<file path="src/rtl/slotchk_pkg.sv">
package slotchk_pkg;
  typedef enum logic [1:0] {
    VERD_OK     = 2'd0,
    VERD_FUTURE = 2'd1,
    VERD_WRONG  = 2'd2,
    VERD_STALE  = 2'd3
  } verdict_e;
endpackage

</file>
<file path="src/rtl/slot_judge.sv">
module slot_judge
  import slotchk_pkg::*;
#(
  parameter int STEP_W = 32,
  parameter int ID_W   = 8
) (
  input  logic [STEP_W-1:0] cur_step,
  input  logic [STEP_W-1:0] blk_step,
  input  logic [ID_W-1:0]   blk_sealer,
  input  logic [ID_W-1:0]   sched_id,
  input  logic              have_acc,
  input  logic [STEP_W-1:0] last_acc,
  output verdict_e          verdict
);
  logic future, stale, wrong;

  assign future = {1'b0, blk_step} > ({1'b0, cur_step} + (STEP_W+1)'(1));
  assign stale  = have_acc && (blk_step <= last_acc);
  assign wrong  = blk_sealer != sched_id;

  always_comb begin
    if (future)     verdict = VERD_FUTURE;
    else if (stale) verdict = VERD_STALE;
    else if (wrong) verdict = VERD_WRONG;
    else            verdict = VERD_OK;
  end
endmodule

</file>
<file path="config.mk">
export PLATFORM = sky130hd
export DESIGN_NAME = slot_judge
export DESIGN_NICKNAME = d
export VERILOG_FILES = /design/src/rtl/slotchk_pkg.sv /design/src/rtl/slot_judge.sv
export SDC_FILE = /design/constraint.sdc
export NUM_CORES = 1
export LEC_CHECK = 0
export BUFFER_PORTS_ARGS = -buffer_cell sky130_fd_sc_hd__buf_2
export CAP_MARGIN = 10
export CORE_MARGIN = 1.5
export CORE_UTILIZATION = 52
export DETAILED_ROUTE_END_ITERATION = 8
export GPL_ROUTABILITY_DRIVEN = 0
export PLACE_DENSITY_LB_ADDON = 0.1
export SETUP_SLACK_MARGIN = 0.3
export SYNTH_ARGS = -nofsm -noshare
export SYNTH_HDL_FRONTEND = slang
export SYNTH_SLANG_ARGS = --single-unit
</file>
<file path="constraint.sdc">
create_clock -name vclk -period 6.2
set_input_delay 0.93 -clock vclk [all_inputs]
set_output_delay 0.93 -clock vclk [all_outputs]
set_load 0.05 [all_outputs]
</file>
; Word-level counts from Yosys, hierarchy flattened
; Index checks and enable logic that the tools add are counted.
[totals]
register_bits = 0
out_inout_bits = 2
word_cells = 8
[op_classes]
n_addsub = 1
magnitude_cmp = 2
eq_ne = 1
n_mux = 3
n_reduce_logical = 1
[op_table]
columns = operator, n
row1 = $add A32 B1 Y33 const B, 1
row2 = $gt A32 B33 Y1, 1
row3 = $le A32 B32 Y1, 1
row4 = $ne A8 B8 Y1, 1
row5 = $mux W2, 3
row6 = $logic_and A1 B1 Y1, 1

; Longest topological paths before layout
[logic_depth]
ltp_word = 4
mapped_depth = 13

; Least setup slack after synthesis
; OpenSTA, ideal clock, no wires.
[synth_timing]
kind = input to output
from = in cur_step[7]
to = out verdict[1]
arrival_ns = 3.686
slack_ns = 1.584
stages = 12
n_path_buf = 0
cell_sequence = and4_1 > nand3_2 > nor4_1 > nand2_1 > xor2_1 > ha_1 > a211oi_1 > o211ai_1 > o221ai_1 > nand4_1 > o211ai_1 > o31a_1
[synth_between]
elab_chain_len = 3
[synth_rtl]
columns = item, line
row1 = "start, declared", slot_judge.sv:7  ; input logic [STEP_W-1:0] cur_step,
row2 = $add A32 B1 Y33, slot_judge.sv:17  ; assign future = {1'b0, blk_step} > ({1'b0, cur_step} + (STEP_W+1)'(1));
row3 = $gt A32 B33 Y1, slot_judge.sv:17
row4 = $mux W2, slot_judge.sv:22  ; if (future) verdict = VERD_FUTURE;
row5 = "end, declared", slot_judge.sv:13  ; output verdict_e verdict
; Every way passes these cells.

; Worst setup path after layout
; Ends and elaborated chain as after synthesis.

==> run_results.csv <==
group,metric,value,unit
run_status,status,"finished, final reports clean",
finish,final_nets,589,
global_route,antenna_found_initial,0,
global_route,grtUsageMet1,28.1,%
timing,rsz0062_at_grt,"no",
synth,synthTopCellsByArea,"ha_1, xnor2_1, xor2_1, inv_1, nand4_1",
place,dp.cells,459,
floorplan,initial_core_util,54.6,%
worst_setup_path,cp.arrival,4060,ps
synth,ys_seq_area_share,0,%
power,power_frac_comb,100.0,%
power,pwr-share-seq,0,%
floorplan,die_w,68.0,microns
worst_setup_path,worstPathMaxFanout,8,
clock_tree,cts_post_setup_buffers_inserted,0,
synth,synthDistinctLibCells,33,
route,route.detailed.wl_per_inst,12.1,microns
worst_setup_path,worstPathRequired,5270,ps
synth,synth.top_cell.area_share,37.0,%
synth,syn_nets,472,
place,place_hpwl,5260,microns
clock_tree,cts_hold_buf,0,
timing,fmax,200,MHz
synth,muxShareOfSynthArea,0,%
global_route,busiest_layer,"met2",
global_route,grt_pass1_vias,2172,
finish,layout_commonest_cell,"buf_2",
floorplan,coreArea,0.00403,sq mm
global_route,grt_pass1_wl,8750,microns
timing,setup_tns,0,ps
synth,synth_compound_area_share,13.8,%
synth,synthXorXnorAreaFrac,15.1,%
synth,syn_inst,294,
worst_setup_path,critPathKind,"in2out",
flow_run,maxCapViolations,0,
power,p_sw,0.0879,mW
floorplan,die-area,0.00463,sq mm
finish,antenna_cells,0,
synth,synth_simple_gate_area_share,27.6,%
worst_setup_path,crit_slowest_cell,"nor4_1",
power,internal_power,0.0798,mW
route,num_vias,2457,
synth,synth_top_family_by_area,"adder cells",
finish,clkbuf_count,0,
power,switching_share,52.4,%
global_route,grt_usage,23.4,%
global_route,grtUsageMet3,0.987,%
global_route,grt_max_degree,9,
floorplan,rows,23,
finish,seq_cells,0,
timing,fin_crit_sh,80.5,%
global_route,met2_usage,47.8,%
power,power_density,59.1,mW/mm^2
synth,yosysTopAreaCell,"ha_1",
finish,regArea,0,sq um
worst_setup_path,path_cells,"buf_2 > and4_1 > nand3_2 > nor4_1 > nand2_1 > xor2_1 > ha_1 > a211oi_1 > o211ai_1 > o221ai_1 > nand4_1 > o211ai_1 > o31a_1 > buf_2",
power,leakage,1.50,nW
synth,syn_area,0.00220,sq mm
power,p_clk_share,0,%
timing,final-setup-viol-count,0,
timing,worst_pin_slew,551,ps
worst_setup_path,cp-end-kind,"primary output",
synth,yosys.area_share.adder,37.0,%
route,drc,0,
finish,area_growth,29.0,%
clock_tree,cts_resized,0,
global_route,grt_overflow,0,
timing,maxSlewViolCount,0,
finish,final_cells,459,
synth,syn_avg_cell_area,7.48,sq um
floorplan,io_pins,115,
finish,num-fill-cells,372,
worst_setup_path,critPathLaunchType,"input port",
timing,slew_headroom,62.9,%
synth,synth.yosys.warnings,0,
power,ir_drop,0.0342,mV
finish,drive_gt1_share,29.8,%
worst_hold_path,holdCritPathClass,"in2out",
place,io_buffers,115,
route,drtPass1Iterations,4,
route,finalWirelength,5560,microns
route,drtIter0Drc,38,
timing,hold_viol,0,
worst_setup_path,slowest_delay,570,ps
finish,mostFrequentLayoutCells,"buf_2, ha_1, inv_1, nand2_1, a21oi_1",
timing,period_minus_slack,4990,ps
floorplan,die_y,68.0,microns
route,avgViaCountPerCell,5.35,
route,ant_nets,0,
power groups by stage:
stage | registers (mW) | logic, mW | clock network, mW
after floorplan | 0 | 0.0968 | 0
after global placement | 0 | 0.163 | 0
after detailed placement | 0 | 0.168 | 0
after CTS | 0 | 0.169 | 0
after global routing | 0 | 0.191 | 0
final | 0 | 0.168 | 0
final cells by class:
class                           instances  area (sq um)  area share (%)
Timing Repair Buffer                  115           576            20.3
Multi-Input combinational cell        256          2060            72.5
Inverter                               38           143            5.03
Tap cell                               50          62.6            2.20
metal layers:
| metal | part of all wire [%] | wire [microns] |
|---|---|---|
| met1 | 43 | 2400 |
| met4 | 0 | 0 |
| met5 | 0 | 0 |
| met3 | 3.9 | 219 |
| met2 | 53 | 2940 |
per-stage QoR:
stage | hold slack [ps] | power [mW] | util (%) | worst slack [ps] | area, sq um
2_1_floorplan | 2390 | 0.0968 | - | 1580 | 2200
3_3_place_gp | 2430 | 0.163 | 70.4 | 1270 | 2840
3_5_place_dp | 2430 | 0.168 | 70.4 | 1210 | 2840
4_1_cts | 2440 | 0.169 | 70.4 | 1210 | 2840
5_1_grt | 2470 | 0.191 | 70.4 | 886 | 2840
6_report | 2430 | 0.168 | 70.4 | 1210 | 2840
cells in the mapped netlist (2+ instances only):
| cell | number |
|---|---|
| xor2_1 | 19 |
| a21oi_1 | 22 |
| a211oi_1 | 7 |
| o21ai_0 | 6 |
| nor2b_1 | 2 |
| ha_1 | 65 |
| and3_1 | 8 |
| o211ai_1 | 4 |
| nand2_1 | 22 |
| nand2b_1 | 4 |
| xnor2_1 | 19 |
| nand4_1 | 21 |
| a21o_1 | 3 |
| inv_1 | 38 |
| nor4_1 | 5 |
| nor3_1 | 5 |
| nor2_1 | 10 |
| nand3_1 | 16 |
| and4_1 | 3 |
| o221ai_1 | 2 |
worst max-delay path, delay by kind of cell:
family	cells	cell delay [ps]
compound gates	5	990
xor+xnor	1	160
buf+inv	2	380
fa+ha+maj	1	300
simple gates	5	1280
final timing paths:
path,startpoint,to,slack (ps),cells after the start
setup / recovery,cur_step[7],verdict[1],1210,14
hold / removal,blk_sealer[6],verdict[1],2430,5
logic make-up after synthesis:
group	count (synthesis)
xor gates and xnor gates	38
adders and majority gates	65
AOI/OAI and AO/OA	49
and+or+nand+nor	104
buffers and inverters	38
No activity file was read; power rests on OpenSTA's default activity.
